**config.mk**
```make
export PLATFORM = sky130hd
export DESIGN_NAME = xcore_irq_hub
export DESIGN_NICKNAME = d
export VERILOG_FILES = /design/src/rtl/xirq_pkg.sv /design/src/rtl/xirq_arbiter.sv /design/src/rtl/xirq_pending.sv /design/src/rtl/xirq_readback.sv /design/src/rtl/xcore_irq_hub.sv
export SDC_FILE = /design/constraint.sdc
export NUM_CORES = 1
export LEC_CHECK = 0
export ABC_CLOCK_PERIOD_IN_PS = 2620
export CORE_UTILIZATION = 47
export DETAILED_ROUTE_END_ITERATION = 8
export DONT_BUFFER_PORTS = 1
export SLEW_MARGIN = 20
export SYNTH_ARGS = -nofsm -noshare
export SYNTH_HDL_FRONTEND = slang
export SYNTH_SLANG_ARGS = --single-unit
export TNS_END_PERCENT = 20
```
**constraint.sdc**
```tcl
create_clock -name clk -period 2.62 [get_ports clk]
set_input_delay 0.393 -clock clk [delete_from_list [all_inputs] [get_ports clk]]
set_output_delay 0.393 -clock clk [all_outputs]
set_load 0.03 [all_outputs]
```
**src/rtl/xirq_pkg.sv**
```systemverilog
package xirq_pkg;
  typedef enum logic [1:0] {
    OP_RAISE  = 2'd0,
    OP_STATUS = 2'd1,
    OP_SOURCE = 2'd2,
    OP_ACK    = 2'd3
  } xirq_op_e;
endpackage

```
**src/rtl/xirq_arbiter.sv**
```systemverilog
module xirq_arbiter #(
  parameter int NUM_CORES = 4,
  localparam int IDXW = (NUM_CORES > 1) ? $clog2(NUM_CORES) : 1
) (
  input  logic                 clk,
  input  logic                 rst_n,
  input  logic [NUM_CORES-1:0] req,
  output logic [NUM_CORES-1:0] gnt,
  output logic [IDXW-1:0]      gnt_idx,
  output logic                 gnt_any
);
  // fixed priority: lowest index wins (last assignment in a descending walk)
  always_comb begin
    gnt     = '0;
    gnt_idx = '0;
    gnt_any = 1'b0;
    for (int i = NUM_CORES - 1; i >= 0; i--) begin
      if (req[i]) begin
        gnt     = '0;
        gnt[i]  = 1'b1;
        gnt_idx = IDXW'(i);
        gnt_any = 1'b1;
      end
    end
  end

  p_onehot_gnt_r8: assert property (@(posedge clk) disable iff (!rst_n)
    $onehot0(gnt));
  p_gnt_in_req_r8: assert property (@(posedge clk) disable iff (!rst_n)
    (gnt & ~req) == '0);
  p_core0_first_r8: assert property (@(posedge clk) disable iff (!rst_n)
    req[0] |-> gnt[0]);
endmodule

```
**src/rtl/xirq_pending.sv**
```systemverilog
module xirq_pending #(
  parameter int NUM_CORES = 4,
  localparam int IDXW = (NUM_CORES > 1) ? $clog2(NUM_CORES) : 1
) (
  input  logic                           clk,
  input  logic                           rst_n,
  input  logic                           set_en,
  input  logic [IDXW-1:0]                set_tgt,
  input  logic [IDXW-1:0]                set_src,
  input  logic                           clr_en,
  input  logic [IDXW-1:0]                clr_tgt,
  input  logic [IDXW-1:0]                clr_src,
  output logic [NUM_CORES*NUM_CORES-1:0] rows,
  output logic [NUM_CORES-1:0]           line
);
  logic [NUM_CORES-1:0][NUM_CORES-1:0] pend_q, pend_d;
  logic                                upd;

  // next state: clear first, then set, so a raise always wins a collision
  always_comb begin
    pend_d = pend_q;
    if (clr_en) pend_d[clr_tgt][clr_src] = 1'b0;
    if (set_en) pend_d[set_tgt][set_src] = 1'b1;
  end

  assign upd = set_en | clr_en;

  always_ff @(posedge clk or negedge rst_n) begin
    if (!rst_n)   pend_q <= '0;
    else if (upd) pend_q <= pend_d;
  end

  for (genvar t = 0; t < NUM_CORES; t++) begin : g_row
    assign rows[t*NUM_CORES +: NUM_CORES] = pend_q[t];
    assign line[t] = |pend_q[t];

    p_no_self_r3: assert property (@(posedge clk) disable iff (!rst_n)
      !pend_q[t][t]);

    for (genvar s = 0; s < NUM_CORES; s++) begin : g_col
      p_raise_sets_r2: assert property (@(posedge clk) disable iff (!rst_n)
        (set_en && set_tgt == IDXW'(t) && set_src == IDXW'(s)) |=> pend_q[t][s]);
      p_ack_clears_r7: assert property (@(posedge clk) disable iff (!rst_n)
        (clr_en && clr_tgt == IDXW'(t) && clr_src == IDXW'(s) &&
         !(set_en && set_tgt == IDXW'(t) && set_src == IDXW'(s)))
        |=> !pend_q[t][s]);
      p_untouched_r7: assert property (@(posedge clk) disable iff (!rst_n)
        (!(set_en && set_tgt == IDXW'(t) && set_src == IDXW'(s)) &&
         !(clr_en && clr_tgt == IDXW'(t) && clr_src == IDXW'(s)))
        |=> $stable(pend_q[t][s]));
    end
  end
endmodule

```
**src/rtl/xirq_readback.sv**
```systemverilog
module xirq_readback #(
  parameter int NUM_CORES = 4,
  localparam int IDXW = (NUM_CORES > 1) ? $clog2(NUM_CORES) : 1
) (
  input  logic                           clk,
  input  logic                           rst_n,
  input  logic                           rd_en,
  input  logic [IDXW-1:0]                rd_core,
  input  logic [NUM_CORES-1:0]           rd_bits,
  output logic [NUM_CORES-1:0]           rsp_valid,
  output logic [NUM_CORES*NUM_CORES-1:0] rsp_data
);
  logic [NUM_CORES-1:0] vld_q, vld_d;

  always_comb begin
    vld_d = '0;
    if (rd_en) vld_d[rd_core] = 1'b1;
  end

  always_ff @(posedge clk or negedge rst_n) begin
    if (!rst_n) vld_q <= '0;
    else        vld_q <= vld_d;
  end

  for (genvar c = 0; c < NUM_CORES; c++) begin : g_port
    logic [NUM_CORES-1:0] data_q;
    logic                 load;
    assign load = rd_en && (rd_core == IDXW'(c));

    always_ff @(posedge clk or negedge rst_n) begin
      if (!rst_n)    data_q <= '0;
      else if (load) data_q <= rd_bits;
    end
    assign rsp_data[c*NUM_CORES +: NUM_CORES] = data_q;

    p_rsp_after_read_r9: assert property (@(posedge clk) disable iff (!rst_n)
      vld_q[c] |-> $past(rd_en && rd_core == IDXW'(c)));
  end

  assign rsp_valid = vld_q;
endmodule

```
**src/rtl/xcore_irq_hub.sv**
```systemverilog
module xcore_irq_hub #(
  parameter int NUM_CORES = 4,
  localparam int IDXW = (NUM_CORES > 1) ? $clog2(NUM_CORES) : 1
) (
  input  logic                           clk,
  input  logic                           rst_n,
  input  logic [NUM_CORES-1:0]           cmd_valid,
  input  logic [2*NUM_CORES-1:0]         cmd_op,
  input  logic [IDXW*NUM_CORES-1:0]      cmd_arg,
  output logic [NUM_CORES-1:0]           cmd_ready,
  output logic [NUM_CORES-1:0]           rsp_valid,
  output logic [NUM_CORES*NUM_CORES-1:0] rsp_data,
  output logic [NUM_CORES-1:0]           irq_out
);
  import xirq_pkg::*;

  // reset: asynchronous assertion, synchronous release
  logic [1:0] rst_sync_q;
  logic       rst_int_n;
  always_ff @(posedge clk or negedge rst_n) begin
    if (!rst_n) rst_sync_q <= 2'b00;
    else        rst_sync_q <= {rst_sync_q[0], 1'b1};
  end
  assign rst_int_n = rst_sync_q[1];

  logic [NUM_CORES-1:0]           gnt;
  logic [IDXW-1:0]                gidx;
  logic                           gany;
  xirq_op_e                       gop;
  logic [IDXW-1:0]                garg;
  logic                           arg_ok;
  logic                           set_en, clr_en, rd_en;
  logic [NUM_CORES-1:0]           rd_bits;
  logic [NUM_CORES*NUM_CORES-1:0] rows;

  // hold every request off while the internal reset is still asserted
  logic [NUM_CORES-1:0] req;
  assign req = rst_int_n ? cmd_valid : '0;

  xirq_arbiter #(.NUM_CORES(NUM_CORES)) u_arb (
    .clk(clk), .rst_n(rst_int_n), .req(req),
    .gnt(gnt), .gnt_idx(gidx), .gnt_any(gany)
  );

  assign cmd_ready = gnt;
  assign gop    = xirq_op_e'(cmd_op[gidx*2 +: 2]);
  assign garg   = cmd_arg[gidx*IDXW +: IDXW];
  assign arg_ok = int'(garg) < NUM_CORES;

  // command decode for the single served port
  always_comb begin
    set_en  = 1'b0;
    clr_en  = 1'b0;
    rd_en   = 1'b0;
    rd_bits = '0;
    if (gany) begin
      case (gop)
        OP_RAISE:  set_en = arg_ok && (garg != gidx);
        OP_ACK:    clr_en = arg_ok;
        OP_STATUS: begin
          rd_en = 1'b1;
          if (arg_ok) rd_bits = rows[garg*NUM_CORES +: NUM_CORES];
        end
        default: begin
          rd_en   = 1'b1;
          rd_bits = rows[gidx*NUM_CORES +: NUM_CORES];
        end
      endcase
    end
  end

  xirq_pending #(.NUM_CORES(NUM_CORES)) u_pend (
    .clk(clk), .rst_n(rst_int_n),
    .set_en(set_en), .set_tgt(garg), .set_src(gidx),
    .clr_en(clr_en), .clr_tgt(gidx), .clr_src(garg),
    .rows(rows), .line(irq_out)
  );

  xirq_readback #(.NUM_CORES(NUM_CORES)) u_rb (
    .clk(clk), .rst_n(rst_int_n),
    .rd_en(rd_en), .rd_core(gidx), .rd_bits(rd_bits),
    .rsp_valid(rsp_valid), .rsp_data(rsp_data)
  );

  p_ready_needs_valid_r8: assert property (@(posedge clk) disable iff (!rst_int_n)
    (cmd_ready & ~cmd_valid) == '0);
  p_no_rsp_on_write_r9: assert property (@(posedge clk) disable iff (!rst_int_n)
    (gany && (gop == OP_RAISE || gop == OP_ACK)) |=> (rsp_valid == '0));
endmodule

```
* Word-level counts from Yosys, hierarchy flattened
Index checks and enable logic that the tools add are counted.
Storage, ports and cells: register bits 38, bits of input ports 22, output and inout bits 28, word-level logic and storage cells 73
Cells by class: magnitude comparators 4, equal/unequal tests 6, shift-type cells 4, mux-type cells 32, bitwise gates (word level) 4, reductions and logical operators 13
Operator list (number):
- 4-bit 2-to-1 mux | 9
- 16-bit 2-to-1 mux | 2
- 16-bit by 5-bit indexed part select with 4-bit output | 2
- 16-bit bitwise AND | 1
- 4-bit demux with 2-bit select | 2
- 16-bit inverter | 1
- 16-bit bitwise OR | 1
- 4-bit OR reduction | 4
- 8-bit by 4-bit indexed part select with 2-bit output | 2
- 1-bit 2-to-1 mux | 12
- 2-bit 2-to-1 mux | 4
- 4-bit one-hot mux with 2 select lines | 1
- 2-bit == test, second input constant | 3
- 1-bit logical AND | 6
- 2-bit by 3-bit < comparator with 1-bit output, second input constant | 2
- 1-bit demux with 2-bit select | 2
- 2-bit by 1-bit == test with 1-bit output, second input constant | 2
- 2-bit by 1-bit >= comparator with 1-bit output, second input constant | 2
- 2-bit zero test | 2
- 2-bit inequality test | 1
- 2-bit OR reduction | 1
- 1-bit bitwise OR | 1

* Logic depth before layout (Yosys ltp)
Gate-level depths: netlist (run 1).
depth after elaboration 17, gate-level depth with buffers 15, gate-level depth less buffers 13

* Cells and area by module
From an unflattened synthesis (run 1), not the netlist that was laid out.
Second synthesis, totals: cells, all modules 215, area total of the unflattened synthesis 2139.6 sq um
By module, submodules not included:
- xirq_readback | times used 1, cells each 43, area an instance 730.7 sq um, seq. area each 500.5 sq um
- xirq_pending | times used 1, cells each 71, area an instance 705.7 sq um, seq. area each 400.4 sq um
- xcore_irq_hub | times used 1, cells each 90, area an instance 641.9 sq um, seq. area each 50.0 sq um
- xirq_arbiter | times used 1, cells each 11, area an instance 61.3 sq um, seq. area each 0.0 sq um

* Worst setup path after synthesis (run 1)
Ideal clock, no wire load.
kind reg-to-reg, from reg rst_sync_q[1], to reg u_rb.g_port[1].data_q[0], library setup time 0.085 ns, arrival time 4.058 ns, data required time 2.535 ns, path slack -1.522 ns, cell stages (with the launch flop) 11, path buffers 0, clock period less this slack 4.142 ns, path through dfrtp_1 > nand2b_1 > nor3b_1 > a221oi_1 > inv_1 > ha_1 > inv_1 > o41ai_1 > o22a_1 > mux2_4 > o21ai_1
On the way: longest elaborated chain between the ends 11, elaborated cells between the ends (all ways) 23, classes of those cells 3 x eq/ne; 4 x shift; 13 x mux; 3 x reduce/logical
Ends and longest elaborated chain:
- start: declaration | line xcore_irq_hub.sv:18 | logic [1:0] rst_sync_q;
- start signal: assignment | line xcore_irq_hub.sv:22 | else rst_sync_q <= {rst_sync_q[0], 1'b1};
- 4-bit 2-to-1 mux (*) | line xcore_irq_hub.sv:38 | assign req = rst_int_n ? cmd_valid : '0;
- parallel branches: the longest is 10 deep, another holds 16-bit by 5-bit indexed part select with 4-bit output
- end signal: assignment | line xirq_readback.sv:32 | else if (load) data_q <= rd_bits;
- end: declaration | line xirq_readback.sv:26 | logic [NUM_CORES-1:0] data_q;
Every way passes the cells marked *. A chain may end at the register's enable or synchronous reset.

* Final worst setup path (run 1)
from reg rst_sync_q[1], to reg u_rb.g_port[0].data_q[1]
On the way: longest elaborated chain between the ends 11, elaborated cells between the ends (all ways) 23, classes of those cells 2 x eq/ne; 4 x shift; 13 x mux; 4 x reduce/logical
Ends and longest elaborated chain (line):
- 4-bit 2-to-1 mux (*) | xcore_irq_hub.sv:38
- parallel branches: the longest is 10 deep, another holds 16-bit by 5-bit indexed part select with 4-bit output
- end signal: assignment | xirq_readback.sv:32
- end: declaration | xirq_readback.sv:26
Marked as above.

==> results of run 1 <==
critical path, cell delays in order (launching register included):
cell and delay [ns]:
dfrtp_4 0.50, nor2b_4 0.15, o21ai_4 0.07, mux2i_1 0.20, nor2_1 0.06, a221oi_2 0.21, ha_2 0.24, inv_2 0.06
o41a_1 0.35, buf_12 0.16, mux2i_1 0.13, mux2_4 0.31, o21ai_4 0.14
cell families (layout without fill, tap and decap cells):
logic type      count (synthesis)  after routing
compound gates                 66             66
buf+inv                        16             35
other cells                     1              1
flops                          38             38
simple gates                   66             66
fa+ha+maj                       3              3
mux                            15             15
state kept, by name, indices dropped and copies added (netlist names):
name,count
u_rb.g_port.data_q,16
rst_sync_q,2
u_pend.rows,16
u_rb.rsp_valid,4
final timing paths:
check | endpoint | slack, ns | cells past startpoint
max in group asynchronous | u_pend.rows[13] | 2.01 | 2
max reg2reg | u_rb.g_port[0].data_q[1] | -0.03 | 12
min in group clk | rst_sync_q[1] | 0.35 | 0
max | u_rb.g_port[0].data_q[1] | -0.03 | 12
min reg2reg | u_rb.g_port[0].data_q[0] | 0.32 | 1
min | u_rb.g_port[0].data_q[0] | 0.32 | 1
cells in the final DEF, fill, tap and decap left out, types with 2 or more instances in the layout:
| cell type | instances |
|---|---|
| a21oi_1 | 3 |
| a221oi_2 | 2 |
| and2_1 | 4 |
| buf_12 | 2 |
| buf_4 | 16 |
| clkbuf_8 | 6 |
| dfrtp_1 | 37 |
| ha_1 | 2 |
| inv_1 | 8 |
| mux2_4 | 4 |
| mux2i_1 | 11 |
| nand2_1 | 34 |
| nand2b_1 | 2 |
| nand3_1 | 2 |
| nor2_1 | 4 |
| nor2b_1 | 4 |
| o2111ai_1 | 2 |
| o21a_1 | 4 |
| o21ai_0 | 19 |
| o21ai_1 | 2 |
| o21ai_2 | 15 |
| o21ai_4 | 2 |
| o31ai_1 | 3 |
| o41a_1 | 3 |
| o41ai_1 | 4 |
| or3_1 | 2 |
| or4_1 | 4 |
cell usage after synthesis (all sizes together) (2+ instances only):
cell,number
or3,2
dfrtp,38
mux2i,11
o41a,3
nor2b,5
buf,5
o21a,4
clkbuf,2
nand2,34
nor3,2
o41ai,5
o31ai,3
o21ai,38
nand3,2
mux2,4
o2111ai,2
and2,5
a221oi,2
nand2b,3
nor2,4
inv,9
or4,4
a21oi,3
ha,3
cell type report:
| class | count | area, um^2 | share of cell area [%] |
|---|---|---|---|
| inverters | 9 | 33.8 | 1.39 |
| multi-input cells | 151 | 1100 | 45.1 |
| clock inverters | 1 | 30.0 | 1.24 |
| clock buffers | 6 | 82.6 | 3.40 |
| repair buffers | 19 | 170 | 7.00 |
| well taps | 50 | 62.6 | 2.57 |
| flip-flops and latches | 38 | 955 | 39.3 |
through the flow:
stage	cells	area [um^2]	setup TNS, ns	power [uW]	hold slack, ns
floorplan	205	2060	-4.04	1040	0.0974
global placement	265	2240	-0.362	1120	0.0975
detailed placement	265	2240	-0.821	1130	0.0975
CTS	274	2390	-0.0901	1630	0.324
global route	274	2430	-3.11	1720	0.339
finish	274	2430	-0.0721	1640	0.315
power by group:
part	total, uW	switching, uW	internal, uW
Combinational	352	214	137
Sequential	788	129	659
Clock	497	193	304
layer usage:
metal	track usage, %	vias to the layer above	share of wire, %
met5	0	-	0
met4	8.24	0	1.3
met3	6.93	6	5.5
met2	38.9	55	49
met1	28.7	789	44
li1	-	781	-
what timing repair did:
item	in CTS	in global routing
pin swaps	3	0
setup buffers	1	0
gates resized for setup	6	10
endpoints found under the setup margin	16	16
hold buffers	1	0
endpoints found under the hold margin	2	0
==> impl_metrics.py, run 1 <==
metrics = {
    "outcome": {
        "status": "finished with violations",
        "violations": "negative setup slack",
    },
    "yosys": {
        "synthXorXnorAreaFrac_pct": 0,
        "synth.largest_area_cell": "dfrtp_1",
        "synth-adder-area-share_pct": 1.88,
        "yosys_warnings": 0,
        "netlist_area_um2": 2000,
        "synth_compound_area_share_pct": 21.8,
        "synth_nets": 230,
        "synthCells": 205,
        "synth_ff_type": "dfrtp_1",
        "yosysSeqAreaShare_pct": 47.5,
        "synth_top_family_by_area": "compound AO/OA/AOI/OAI gates",
        "synth.area.mux_share_pct": 8.50,
        "synth_edf_count": 0,
        "synth_top_area_share_pct": 47.5,
        "postSynthAreaPerCell_um2": 9.77,
        "synthSimpleGateAreaFrac_pct": 16.6,
        "ys_ff_latch": 38,
        "synth_cell_type_count": 41,
        "async_reset_ff_share_pct": 100,
        "yosys-top-cells-area": "dfrtp_1 (48%), nand2_1 (6.4%), mux2i_1 (5.5%)",
    },
    "sta": {
        "setup_ws_ns": -0.0290,
        "timing.fmax_mhz": 377,
        "min_period_ns": 2.65,
        "final-setup-viol-count": 6,
        "skew_ns": 0.00914,
        "period_share_pct": 101,
        "rsz0062_at_grt": "true",
        "slew_violations": 0,
        "worstMarginPinSlew_ns": 0.617,
        "hold_violations": 0,
        "slew_headroom_pct": 58.6,
    },
    "floorplan": {
        "fp-row-count": 23,
        "chipWidth_um": 67.3,
        "start_util_pct": 49.3,
        "num_io_pins": 50,
        "core_um2": 4060,
        "die_area_um2": 4520,
        "die-height_um": 67.3,
    },
    "clock_network": {
        "clock_latency_ns": 0.29,
        "cts_buffers": 5,
        "cts_buffer_depth": 2,
        "clk_pin_slew_ns": 0.07,
        "cts_tree": "built",
        "htreeDepth": 2,
        "cts_root_buf": "clkbuf_8",
        "cts.sinks": 38,
    },
    "detailed_routing": {
        "antenna_left": 0,
        "viasPerCell": 5.95,
        "finalWirelength_um": 4740,
        "num_vias": 1631,
        "drt_pass1_iterations": 4,
        "drc": 0,
        "wl_per_cell_um": 17.3,
        "drtIter0Drc": 81,
    },
    "placement": {
        "hpwl_um": 3640,
        "pre_cts_ws_ns": -0.0953,
        "gp_congestion": 0.949,
        "io_buffers": 0,
    },
    "finish": {
        "diodes": 0,
        "finish.utilization_pct": 59.9,
        "nNetsFinal": 249,
        "n_fill_cell": 340,
        "syn2layout_area_growth_pct": 21.4,
        "drive_gt1_share_pct": 26.3,
    },
    "global_routing": {
        "grt_overflow": 0,
        "grt_pass1_wl_um": 7690,
        "antenna_found_initial": 0,
        "groute.usage.overall_pct": 23.4,
        "grt_pass1_vias": 1632,
        "grt_max_degree": 23,
    },
    "critical_path": {
        "crit_required_ns": 2.83,
        "arrival_ns": 2.86,
        "crit_start": "rst_sync_q[1]",
        "worstPathMaxFanout": 8,
        "worst_setup_path_end_kind": "flip-flop",
        "start_kind": "flip-flop",
        "r2r_start": "rst_sync_q[1]",
        "critPathKind": "reg -> reg",
    },
    "run": {
        "max-cap-violations": 0,
    },
    "power": {
        "ir_drop_uv": 276,
        "p_leak_uw": 0.00114,
        "p_per_area_nw_per_um2": 674,
    },
    "hold_path": {
        "hold_path.class": "reg -> async",
    },
}
(Power assumes the default switching activity.)
==> run 2: changes to the inputs <==
Settings changed: ABC_AREA set to 1.
==> run 2 against run 1 <==
The run now ends clean. Sequential share of layout area grew 2.2 points. Non-clock buffer count shrank 10. Highest routed layer unchanged. Largest cell class unchanged. Flip-flop and latch count is the same. Critical endpoint is now u_rb.g_port[1].data_q[3].
==> impl_metrics.py, run 2 <==
metrics = {
    "outcome": {
        "status": "finished clean",
    },
    "yosys": {
        "yosysSeqAreaShare_pct": 46.8,
        "synth_cell_type_count": 22,
        "synth_most_common_cell": "nand2_1",
        "netlist_area_um2": 2030,
        "yosys-top-cells-area": "dfrtp_1 (47%), nand2_1 (17%), nand3_1 (14%)",
        "async_reset_ff_share_pct": 100,
        "synth_ff_type": "dfrtp_1",
        "yosys_warnings": 0,
        "synthSimpleGateAreaFrac_pct": 41.2,
        "ys_top_cells_by_count": "nand2_1 (90), nand3_1 (57), dfrtp_1 (38)",
        "postSynthAreaPerCell_um2": 7.52,
        "synthCells": 270,
        "synth.area.mux_share_pct": 0,
        "ys_ff_latch": 38,
        "synth-adder-area-share_pct": 1.85,
        "synth_top_area_share_pct": 46.8,
        "synth_top_family_by_area": "simple AND/OR/NAND/NOR gates",
        "synth_compound_area_share_pct": 4.81,
        "synth_nets": 295,
        "synth_edf_count": 0,
        "synthXorXnorAreaFrac_pct": 0,
        "synth.largest_area_cell": "dfrtp_1",
    },
    "clock_network": {
        "cts_root_buf": "clkbuf_8",
        "post_cts_buffers": 0,
        "clock_latency_ns": 0.29,
        "cts.sinks": 38,
        "cts_tree": "built",
        "htreeDepth": 2,
        "clk_pin_slew_ns": 0.08,
        "cts_buffer_depth": 2,
        "cts_buffers": 5,
    },
    "detailed_routing": {
        "finalWirelength_um": 5150,
        "drt_pass1_iterations": 4,
        "drc": 0,
        "drtIter0Drc": 88,
        "antenna_left": 0,
        "num_vias": 1836,
        "viasPerCell": 5.50,
        "wl_per_cell_um": 15.4,
    },
    "critical_path": {
        "arrival_ns": 2.56,
        "crit_required_ns": 2.81,
        "start_kind": "flip-flop",
        "worst_setup_path_end_kind": "flip-flop",
        "worstPathMaxFanout": 10,
        "critPathKind": "reg -> reg",
    },
    "sta": {
        "slew_headroom_pct": 65.5,
        "hold_violations": 0,
        "skew_ns": 0.00623,
        "period_share_pct": 90.6,
        "hold_slack_ns": 0.332,
        "worstMarginPinSlew_ns": 0.517,
        "rsz0062_at_grt": "true",
        "min_period_ns": 2.37,
        "timing.fmax_mhz": 421,
        "slew_violations": 0,
        "final-setup-viol-count": 0,
    },
    "floorplan": {
        "die-height_um": 67.7,
        "core_um2": 4090,
        "die_area_um2": 4590,
        "fp-row-count": 23,
        "num_io_pins": 50,
        "start_util_pct": 49.7,
        "chipWidth_um": 67.7,
    },
    "global_routing": {
        "grt_pass1_wl_um": 8040,
        "grt_overflow": 0,
        "grt_pass1_vias": 1662,
        "grt_max_degree": 22,
        "groute.usage.overall_pct": 24.6,
        "antenna_found_initial": 0,
    },
    "finish": {
        "layout_common_cells": "nand2_1 (88), nand3_1 (50), dfrtp_1 (37)",
        "n_fill_cell": 396,
        "syn2layout_area_growth_pct": 13.3,
        "design_area_um2": 2300,
        "stdcell_count": 334,
        "drive_gt1_share_pct": 14.4,
        "diodes": 0,
        "layout_commonest_cell": "nand2_1",
        "finish.utilization_pct": 56.3,
        "nNetsFinal": 308,
    },
    "power": {
        "ir_drop_uv": 479,
        "p_per_area_nw_per_um2": 863,
        "p_leak_uw": 0.00122,
        "power_uw": 1990,
    },
    "placement": {
        "hpwl_um": 4010,
        "dp.cells": 325,
        "gp_congestion": 0.875,
        "placed_cell_area_um2": 2150,
        "io_buffers": 0,
    },
    "run": {
        "max-cap-violations": 0,
    },
    "hold_path": {
        "hold_path.class": "reg -> async",
    },
}
run 2: power breakdown:
group          switching [uW]  leakage [uW]  total (uW)  internal (uW)
logic                     332      0.000684         489            157
registers                 324      0.000486        1070            746
clock network             215     0.0000472         427            212
total                     871       0.00122        1990           1110
run 2: cells by family (layout without fill, tap and decap cells):
family          after synthesis  in the layout
fa+ha+maj                     3              3
simple gates                187            187
buf+inv                      27             41
flops                        38             38
compound gates               14             14
other cells                   1              1
run 2: area by class of cell:
class	count	area, um^2	share of cell area [%]
multi-input cells	205	1030	44.7
inverters	24	90.1	3.92
clock buffers	6	82.6	3.59
flip-flops and latches	38	955	41.5
repair buffers	9	70.1	3.05
clock inverters	2	12.5	0.544
well taps	50	62.6	2.72
run 2: metrics by stage:
step	setup TNS, ns	worst slack, ns
after detailed placement	0	0.0773
after global placement	0	0.101
after CTS	0	0.0708
after global routing	-0.0550	-0.0163
after floorplan	0	0.00847
final	0	0.247
run 2: layer usage:
metal | GRT usage, % | wire, um | vias to the layer above | part of all wire (%)
met4 | 8.51 | 57 | 0 | 1.1
met5 | 0 | 0 | - | 0
met1 | 34.2 | 2330 | 839 | 45
met2 | 35.5 | 2290 | 82 | 44
li1 | - | - | 907 | -
met3 | 7.77 | 479 | 8 | 9.3
run 2: critical path: stages, from the launching register on:
cell and delay [ns]:
dfrtp_4 0.51, nand2_1 0.09, inv_1 0.06, nand2_4 0.09, nand2_4 0.09, inv_1 0.14, nor2_1 0.06, nor2_1 0.10
nor2_1 0.06, inv_1 0.08, ha_2 0.25, inv_2 0.08, o21ai_2 0.26, nand3_1 0.20, nand3_1 0.13, nand2_1 0.05
run 2: path summary, 6_finish.rpt:
check | end | startpoint | cells after the start | slack [ns]
worst min-delay path | u_pend.rows[10] | rst_sync_q[1] | 1 | 0.33
max in group asynchronous | u_rb.g_port[0].data_q[3] | rst_sync_q[1] | 1 | 2.03
worst max register to register | u_rb.g_port[1].data_q[3] | rst_sync_q[1] | 15 | 0.25
worst min register to register | u_pend.rows[10] | rst_sync_q[1] | 1 | 0.33
worst max-delay path | u_rb.g_port[1].data_q[3] | rst_sync_q[1] | 15 | 0.25
min in group clk | rst_sync_q[1] | rst_sync_q[0] | 0 | 0.36
run 2: what timing repair did:
item / in CTS / in global routing
endpoints found under the setup margin: 0 / 16
hold buffers: 1 / 0
resized for setup: 0 / 13
hold endpoints to repair: 2 / 0
